## config.mk

```make
export PLATFORM = sky130hd
export DESIGN_NAME = i2c_cmd_frontend
export DESIGN_NICKNAME = d
export VERILOG_FILES = /design/src/rtl/cmdfe_pkg.sv /design/src/rtl/cmdfe_gate.sv /design/src/rtl/cmdfe_fill.sv /design/src/rtl/cmdfe_buf.sv /design/src/rtl/i2c_cmd_frontend.sv
export SDC_FILE = /design/constraint.sdc
export NUM_CORES = 1
export LEC_CHECK = 0
export ABC_CLOCK_PERIOD_IN_PS = 3800
export BUFFER_PORTS_ARGS = -buffer_cell sky130_fd_sc_hd__buf_2
export CAP_MARGIN = 0
export CORE_MARGIN = 2
export CORE_UTILIZATION = 50
export DETAILED_ROUTE_END_ITERATION = 12
export PLACE_DENSITY_LB_ADDON = 0.3
export RECOVER_POWER = 25
export SLEW_MARGIN = 10
export SYNTH_ARGS = -nofsm -noshare
export SYNTH_HDL_FRONTEND = slang
export SYNTH_SLANG_ARGS = --single-unit
```

## constraint.sdc

```tcl
create_clock -name clk -period 3.8 [get_ports clk]
set_clock_uncertainty 0.1 [all_clocks]
set_input_delay 0.76 -clock clk [delete_from_list [all_inputs] [get_ports clk]]
set_output_delay 0.76 -clock clk [all_outputs]
set_load 0.02 [all_outputs]
```

## src/rtl/cmdfe_pkg.sv

```systemverilog
package cmdfe_pkg;

   typedef enum logic [7:0] {
      FN_REWIND = 8'h00,
      FN_SLEEP  = 8'h01,
      FN_IDLE   = 8'h02,
      FN_APPEND = 8'h03
   } fn_code_e;

   typedef enum logic [2:0] {
      PH_OFF,
      PH_WAIT,
      PH_FUNC,
      PH_CMD,
      PH_DROP
   } phase_e;

   typedef enum logic [1:0] {
      MD_ACTIVE,
      MD_SLEEP,
      MD_IDLE
   } mode_e;

endpackage

```

## src/rtl/cmdfe_gate.sv

```systemverilog
module cmdfe_gate (
   input  logic       ev_addr,
   input  logic       expecting,
   input  logic [7:0] addr_byte,
   input  logic [6:0] dev_addr,
   input  logic       blocked,
   output logic       ack,
   output logic       is_write
);
   logic match;

   assign match    = (addr_byte[7:1] == dev_addr);
   assign is_write = ~addr_byte[0];
   assign ack      = ev_addr & expecting & match & ~blocked;
endmodule

```

## src/rtl/cmdfe_fill.sv

```systemverilog
module cmdfe_fill #(
   parameter int DEPTH = 128,
   parameter int CW    = 8,
   localparam int AW   = $clog2(DEPTH)
) (
   input  logic          clk,
   input  logic          rst_n,
   input  logic          clr,
   input  logic          wr_evt,
   input  logic [7:0]    wr_byte,
   output logic          store_en,
   output logic [AW-1:0] store_addr,
   output logic          complete,
   output logic [CW-1:0] cnt,
   output logic [CW-1:0] len,
   output logic          ovf
);
   logic in_range;
   logic take;

   assign in_range   = (int'(cnt) < DEPTH);
   assign complete   = (cnt != '0) && (cnt >= len);
   assign take       = wr_evt & ~complete;
   assign store_en   = take & in_range;
   assign store_addr = cnt[AW-1:0];

   always_ff @(posedge clk or negedge rst_n) begin
      if (!rst_n) begin
         cnt <= '0;
         len <= '0;
         ovf <= 1'b0;
      end else if (clr) begin
         cnt <= '0;
         len <= '0;
         ovf <= 1'b0;
      end else if (take) begin
         cnt <= cnt + 1'b1;
         if (cnt == '0) len <= CW'(wr_byte);
         if (!in_range) ovf <= 1'b1;
      end
   end

   assert_hold_when_full_R3: assert property (@(posedge clk) disable iff (!rst_n)
      (complete && !clr) |=> $stable(cnt));

   assert_ovf_cause_R11: assert property (@(posedge clk) disable iff (!rst_n)
      $rose(ovf) |-> $past(wr_evt));
endmodule

```

## src/rtl/cmdfe_buf.sv

```systemverilog
module cmdfe_buf #(
   parameter int DEPTH = 128,
   localparam int AW   = $clog2(DEPTH)
) (
   input  logic          clk,
   input  logic          we,
   input  logic [AW-1:0] waddr,
   input  logic [7:0]    wdata,
   input  logic [AW-1:0] raddr,
   output logic [7:0]    rdata
);
   logic [7:0] rows [DEPTH];

   for (genvar i = 0; i < DEPTH; i++) begin : g_row
      logic [7:0] q;
      always_ff @(posedge clk) begin
         if (we && waddr == AW'(i)) q <= wdata;
      end
      assign rows[i] = q;
   end

   assign rdata = rows[raddr];
endmodule

```

## src/rtl/i2c_cmd_frontend.sv

```systemverilog
module i2c_cmd_frontend
   import cmdfe_pkg::*;
#(
   parameter int DEPTH = 128,
   localparam int AW   = $clog2(DEPTH),
   localparam int CW   = 8
) (
   input  logic          clk,
   input  logic          rst_n,
   input  logic [6:0]    dev_addr,
   input  logic          ev_start,
   input  logic          ev_addr,
   input  logic          ev_data,
   input  logic          ev_stop,
   input  logic [7:0]    rx_byte,
   input  logic          wake,
   input  logic          exec_done,
   input  logic [AW-1:0] rd_addr,
   output logic          addr_ack,
   output logic          exec_start,
   output logic          dev_busy,
   output logic          sleep_mode,
   output logic          idle_mode,
   output logic          overflow,
   output logic [CW-1:0] cmd_len,
   output logic [CW-1:0] cmd_count,
   output logic [7:0]    rd_data
);
   if (DEPTH < 8 || DEPTH > 256 || (DEPTH & (DEPTH - 1)) != 0) begin : g_bad_depth
      $error("DEPTH must be a power of two between 8 and 256");
   end

   phase_e phase_q;
   mode_e  mode_q;
   logic   run_q;
   logic   start_q;

   logic active, blocked, is_write, complete;
   logic func_evt, fn_rewind, fn_sleep, clr, wr_evt;
   logic          store_en;
   logic [AW-1:0] store_addr;

   assign active    = (mode_q == MD_ACTIVE);
   assign blocked   = run_q | ~active;
   assign func_evt  = active & ev_data & (phase_q == PH_FUNC);
   assign fn_rewind = func_evt & (rx_byte == FN_REWIND);
   assign fn_sleep  = func_evt & (rx_byte == FN_SLEEP);
   assign clr       = fn_rewind | fn_sleep | (active & exec_done & run_q);
   assign wr_evt    = active & ev_data & (phase_q == PH_CMD) & ~run_q;

   cmdfe_gate u_gate (
      .ev_addr   (ev_addr),
      .expecting (phase_q == PH_WAIT),
      .addr_byte (rx_byte),
      .dev_addr  (dev_addr),
      .blocked   (blocked),
      .ack       (addr_ack),
      .is_write  (is_write)
   );

   cmdfe_fill #(.DEPTH(DEPTH), .CW(CW)) u_fill (
      .clk        (clk),
      .rst_n      (rst_n),
      .clr        (clr),
      .wr_evt     (wr_evt),
      .wr_byte    (rx_byte),
      .store_en   (store_en),
      .store_addr (store_addr),
      .complete   (complete),
      .cnt        (cmd_count),
      .len        (cmd_len),
      .ovf        (overflow)
   );

   cmdfe_buf #(.DEPTH(DEPTH)) u_buf (
      .clk   (clk),
      .we    (store_en),
      .waddr (store_addr),
      .wdata (rx_byte),
      .raddr (rd_addr),
      .rdata (rd_data)
   );

   always_ff @(posedge clk or negedge rst_n) begin
      if (!rst_n) begin
         phase_q <= PH_OFF;
         mode_q  <= MD_ACTIVE;
         run_q   <= 1'b0;
         start_q <= 1'b0;
      end else begin
         start_q <= 1'b0;
         if (!active) begin
            phase_q <= PH_OFF;
            if (wake) mode_q <= MD_ACTIVE;
         end else begin
            if (exec_done) run_q <= 1'b0;
            if (ev_start) begin
               phase_q <= PH_WAIT;
            end else if (ev_addr) begin
               phase_q <= (addr_ack && is_write) ? PH_FUNC : PH_OFF;
            end else if (func_evt) begin
               case (rx_byte)
                  FN_APPEND: phase_q <= PH_CMD;
                  FN_REWIND: phase_q <= PH_OFF;
                  FN_SLEEP: begin
                     phase_q <= PH_OFF;
                     mode_q  <= MD_SLEEP;
                     run_q   <= 1'b0;
                  end
                  FN_IDLE: begin
                     phase_q <= PH_OFF;
                     mode_q  <= MD_IDLE;
                  end
                  default: phase_q <= PH_DROP;
               endcase
            end else if (ev_stop) begin
               phase_q <= PH_OFF;
               if (phase_q == PH_CMD && complete && !run_q) begin
                  start_q <= 1'b1;
                  run_q   <= 1'b1;
               end
            end
         end
      end
   end

   assign exec_start = start_q;
   assign dev_busy   = run_q;
   assign sleep_mode = (mode_q == MD_SLEEP);
   assign idle_mode  = (mode_q == MD_IDLE);

   assert_start_on_stop_R4: assert property (@(posedge clk) disable iff (!rst_n)
      exec_start |-> $past(ev_stop));

   assert_nack_busy_R6: assert property (@(posedge clk) disable iff (!rst_n)
      addr_ack |-> !dev_busy);

   assert_busy_hold_R6: assert property (@(posedge clk) disable iff (!rst_n)
      (dev_busy && !exec_done && !ev_data) |=> dev_busy);

   assert_dormant_nack_R8: assert property (@(posedge clk) disable iff (!rst_n)
      (sleep_mode || idle_mode) |-> !addr_ack);

   assert_sleep_clears_R8: assert property (@(posedge clk) disable iff (!rst_n)
      $rose(sleep_mode) |-> (cmd_count == '0));
endmodule

```

; ---- Yosys cells after proc, flatten, opt, wreduce, memory -nomap -nowiden
; Cells that the tools add are included.
[totals]
word_cells = 485
in_bits = 30
reg_bits = 1048
[op_classes]
bitwise_logic = 22
order_cmp = 3
n_mux = 37
eq_ne = 142
reduce_logical = 145
add_sub_neg = 1
[ops]
columns = op, count
row1 = $eq 7x7->1 const B, 64
row2 = $eq 7x6->1 const B, 32
row3 = $logic_and 1x1->1, 132
row4 = $eq 7x5->1 const B, 16
row5 = $bmux 8 s7, 1
row6 = $eq 7x4->1 const B, 8
row7 = $mux 8, 7
row8 = $eq 7x3->1 const B, 4
row9 = $eq 8x2->1 const B, 2
row10 = $logic_not 8->1, 2
row11 = $mux 1, 16
row12 = $mux 3, 5
row13 = $eq 7x2->1 const B, 2
row14 = $and 1x1->1, 13
row15 = $mux 2, 6
row16 = $add 8x1->8 const B, 1
row17 = $eq 8x1->1 const B, 1
row18 = $ge 8x8->1, 1
row19 = $ge 8x8->1 const B, 1
row20 = $lt 8x8->1 const B, 1
row21 = $not 7->8, 1
row22 = $reduce_bool 8->1, 1
row23 = $eq 7x1->1 const B, 1
row24 = $eq 7x7->1, 1
row25 = other kinds (19), 31

; ---- Longest topological paths before layout
[depth]
depth_word = 10
mapped_depth = 10
mapped_depth_nobuf = 8

; ---- By module
; A second synthesis with hierarchy kept.
[unflattened]
hier_cells = 1810
area_unflattened_um2 = 41189.5
[by_module_without_submodules]
columns = mod, instances, area_per_inst_um2, seq_area_each_um2, cells_each
row1 = cmdfe_buf, 1, 39547.9, 30749.5, 1637
row2 = cmdfe_fill, 1, 1077.3, 425.4, 114
row3 = i2c_cmd_frontend, 1, 471.7, 175.2, 47
row4 = cmdfe_gate, 1, 92.6, 0.0, 12

; ---- Worst setup path after synthesis
; No wires, ideal clock.
[synth_path]
kind = input port to output port
from = input port rd_addr[0]
to = output port rd_data[3]
cell_stages = 9
path_buffers = 3
slack_ns = 0.148
arrival_ns = 2.792
path_cell_list = clkbuf_1 > or3b_2 > clkbuf_1 > clkbuf_1 > o22ai_1 > a211oi_1 > nand2_1 > nand3_1 > nor4_1
[synth_between]
elab_chain_len = 4
[synth_rtl]
columns = element, line
row1 = from (decl), i2c_cmd_frontend.sv:18  ; input logic [AW-1:0] rd_addr,
row2 = $not 7->8 (implied by the code), cmdfe_buf.sv:22  ; assign rdata = rows[raddr];
row3 = $bmux 8 s7, cmdfe_buf.sv:22
row4 = $mux 8 (implied by the code) (2 in series), cmdfe_buf.sv:22
row5 = to (decl), i2c_cmd_frontend.sv:27  ; output logic [7:0] rd_data
; No other way between the ends. The select of a mux whose other input is x is not followed.

; ---- Final worst setup path
[layout_path]
from = input port rd_addr[0]
to = output port rd_data[7]
; The elaborated chain is that of the path after synthesis.

==> summary.txt <==
RUN STATUS
----------------------------------------------------------------------------------------
Outcome ................................................................... complete, but fails checks
Violated checks ........................................................... capacitance limit, slew limit

SETUP PATH
----------------------------------------------------------------------------------------
Largest fanout on the critical path .......................................           10
Worst Setup End Kind ......................................................  output port
Crit start category .......................................................    input pin
Max stage delay on crit path ..............................................      0.56 ns
Cell at the slowest stage of the critical path ............................ sky130_fd_sc_hd__mux4_2
Cells traversed along the worst timing path ............................... buf_8 > buf_12 > buf_12 > buf_12 > mux4_2 > a22oi_1 > nand2_1 > nor3_4 > nor4_4 > buf_2
Kind of critical path ..................................................... input pin to output port
WP data required ..........................................................      2.94 ns
Most repeated library cell on the critical path ........................... sky130_fd_sc_hd__buf_12
Arrival time of the worst setup path ......................................      2.90 ns

TIMING
----------------------------------------------------------------------------------------
Worst slack on hold paths .................................................     0.212 ns
Worst-margin pin slew .....................................................      2.98 ns
Final Hold Violating Endpoints ............................................            0
Finish-stage setup viols ..................................................            0
Peak clock frequency supported by timing ..................................    0.266 GHz
Max-Slew Margin vs Limit ..................................................       -98.5%
Fin. max-slew vios ........................................................          623
Min Clock Period, post-route ..............................................      3.76 ns
RSZ-0062 raised after global routing ......................................         true
Setup TNS .................................................................         0 ns
Final cycle utilization of the critical path ..............................        99.0%
Fin worst setup slack .....................................................    0.0361 ns

DIE
----------------------------------------------------------------------------------------
Starting density of the core ..............................................        50.3%
IO Pins ...................................................................           60
Floorplan die height ......................................................       290 um
Die W .....................................................................       290 um
Core Region ...............................................................   0.0816 mm2
Count of standard-cell rows ...............................................          105
Area enclosed by the die boundary .........................................   0.0843 mm2

RUN
----------------------------------------------------------------------------------------
Number of max-cap violations ..............................................            5

GRT
----------------------------------------------------------------------------------------
Total congestion overflow .................................................            0
Wire length of the first global-routing pass ..............................    145000 um
GRT Util Overall ..........................................................        23.5%
Maximum number of pins on one net before global-route repair ..............          130
Number of global-route vias before repair .................................        21960
Antenna violations before repair ..........................................            4

CLOCK NETWORK
----------------------------------------------------------------------------------------
TritonCTS sink count ......................................................         1048
Bufs on Longest Clock Path ................................................            3
Cell at the root of the clock tree ........................................ sky130_fd_sc_hd__clkbuf_16
Clock-pin slew on the worst setup and hold paths ..........................      0.05 ns
CTS buffer count ..........................................................          101
Insertion delay to the later sink of the worst-skew pair ..................      0.64 ns
Level count of the clock H-tree ...........................................            3
Clock tree from TritonCTS .................................................        built

ROUTING
----------------------------------------------------------------------------------------
Number of search-and-repair iterations in the first detailed-routing pass .            5
Total detailed-routing wirelength .........................................     98800 um
Avg WL per Cell ...........................................................      27.6 um
Routed via count ..........................................................        21605
Remaining number of nets flagged by the antenna check after routing .......            0
Number of remaining DRC errors ............................................            0
Number of vias per cell ...................................................         6.03
Iter 0 DRT Violations .....................................................         2486

LAYOUT
----------------------------------------------------------------------------------------
Most common cell after layout, fill and taps aside ........................ sky130_fd_sc_hd__edfxtp_1
Summed area of non-filler cells in the final layout .......................   0.0481 mm2
Syn-to-layout area delta ..................................................        17.3%
Nets ......................................................................         2469
Number of antenna cells inserted ..........................................            0
Most used cells in the layout excluding fill and tap cells ................ sky130_fd_sc_hd__edfxtp_1 (1024), sky130_fd_sc_hd__buf_4 (224), sky130_fd_sc_hd__mux4_2 (192), sky130_fd_sc_hd__nor2_1 (133), sky130_fd_sc_hd__mux2i_1 (129)
Final core utilization ....................................................        59.0%
Share of final-layout standard cells stronger than drive strength 1 .......        28.4%

PLACE
----------------------------------------------------------------------------------------
Placement Cell Area .......................................................   0.0445 mm2
DP Worst Slack ............................................................    -0.518 ns
Post-detail-place hpwl ....................................................     62000 um
Count of input and output buffers .........................................           59
Gpl congestion ............................................................        0.872

YOSYS
----------------------------------------------------------------------------------------
Syn Std Cell Area .........................................................   0.0410 mm2
Number of standard cells after synthesis ..................................         2117
Top cell type by total area after synthesis ............................... sky130_fd_sc_hd__edfxtp_1
Top cells by area in the synthesized netlist .............................. sky130_fd_sc_hd__edfxtp_1 (75%), sky130_fd_sc_hd__mux4_2 (11%), sky130_fd_sc_hd__mux2i_1 (3.1%)
Top-area cell type share of the netlist area ..............................        75.0%
Proportion of synthesized chip area in sequential cells ...................        76.5%
Syn Nets ..................................................................         2159
Unique masters post-synth .................................................           57
Share of flip-flops with an asynchronous set or reset .....................        2.29%
Syn Area/Cell .............................................................     19.4 um2
Most instantiated flip-flop cell in the synthesis netlist ................. sky130_fd_sc_hd__edfxtp_1
Post-synthesis register bit count .........................................         1048
Count of synthesis-stage warnings from yosys ..............................            0
Number of enable-type register cells in the synthesized netlist ...........         1024

WORST HOLD PATH
----------------------------------------------------------------------------------------
Class of the worst hold path .............................................. input pin to flip-flop

PWR
----------------------------------------------------------------------------------------
Static power due to leakage ...............................................      16.0 nW
Worst supply voltage drop on vdd ..........................................     0.343 mV
Pwr dens ..................................................................   489 mW/mm2

[critical path: cells and delay by family]
kind | cells | cell delay [ns]
AND/OR/NAND/NOR | 3 | 0.50
buffers and inverters | 5 | 0.75
AO/OA/AOI/OAI | 1 | 0.29
multiplexers | 1 | 0.56
[state kept, by name (all words and copies together) (netlist names)]
signal         cells
dev_busy           1
exec_start         1
mode_q             2
phase_q            3
u_buf.g_row.q   1024
u_fill.cnt         8
u_fill.len         8
u_fill.ovf         1
[report_power, final]
| group | switching (mW) | internal, mW | total (mW) |
|---|---|---|---|
| logic | 0.726 | 0.451 | 1.18 |
| registers | 0.00111 | 12.7 | 12.7 |
| clock network | 4.25 | 5.40 | 9.65 |
| total | 4.98 | 18.5 | 23.5 |
[cell families after synthesis]
group	synth area share (%)
AO/OA/AOI/OAI	3.92
XOR/XNOR	0.192
adder cells (fa/ha/maj)	0.366
buffers and inverters	1.31
flip-flops	76.5
multiplexers	13.7
AND/OR/NAND/NOR	4.05
[metrics by stage]
step / power [mW] / cells
after global placement: 14.0 / 3389
final: 23.5 / 3581
after global routing: 24.2 / 3581
after CTS: 23.7 / 3581
after floorplan: 13.5 / 2117
after detailed placement: 14.0 / 3389
[synthesized netlist by cell type (all sizes together) (2+ instances only)]
master / number
nand2b: 5
and2: 5
a21o: 4
xor2: 5
and3: 3
o22ai: 56
nand3: 17
or3: 2
nor2b: 4
or4: 2
nor3: 16
a211oi: 59
xnor2: 4
edfxtp: 1024
nand3b: 4
clkbuf: 70
mux2i: 129
o21ai: 23
nor4: 25
nand2: 134
ha: 12
or3b: 4
dfrtp: 24
inv: 14
a21oi: 11
a22oi: 64
o211ai: 3
buf: 44
nand4: 6
nor3b: 2
a21boi: 2
mux4: 192
nor2: 136
[worst paths after layout]
path	start	to	slack, ns	cells past startpoint
worst max-delay path	rd_addr[0]	rd_data[7]	0.04	10
worst min-delay path	wake	mode_q[1]	0.21	2
worst max register to register	u_fill.cnt[0]	u_buf.g_row[9].q[3]	0.39	9
worst min register to register	u_fill.ovf	u_fill.ovf	0.41	1
max in group asynchronous	rst_n	u_fill.cnt[3]	1.94	2
min in group asynchronous	rst_n	u_fill.cnt[1]	0.86	2
[area by class of cell]
cell class,count,area [um2]
fillers,5794,33500
flip-flops and latches,1048,31400
multi-input cells,941,9460
repair buffers,321,2710
clock buffers,122,2620
well taps,1070,1340
clock inverters,65,572
inverters,14,52.6
[routing by layer]
metal / part of all wire (%) / vias to the layer above / GRT usage (%)
met3: 7.9 / 170 / 4.09
met2: 49 / 911 / 37.7
met1: 40 / 11242 / 32.8
li1: - / 9282 / -
met4: 3.1 / 0 / 8.50
met5: 0 / - / 0
[what timing repair did]
| action | 4_1_cts | 5_1_grt |
|---|---|---|
| setup endpoints to repair | 8 | 8 |
| buffers inserted | 2 | 0 |
| gates cloned | 2 | 0 |
| hold buffers | 1 | 0 |
| hold endpoints to repair | 21 | 0 |
| pin swaps | 2 | 2 |
| gates resized for setup | 58 | 17 |
Power figures use the tool's default switching activity.
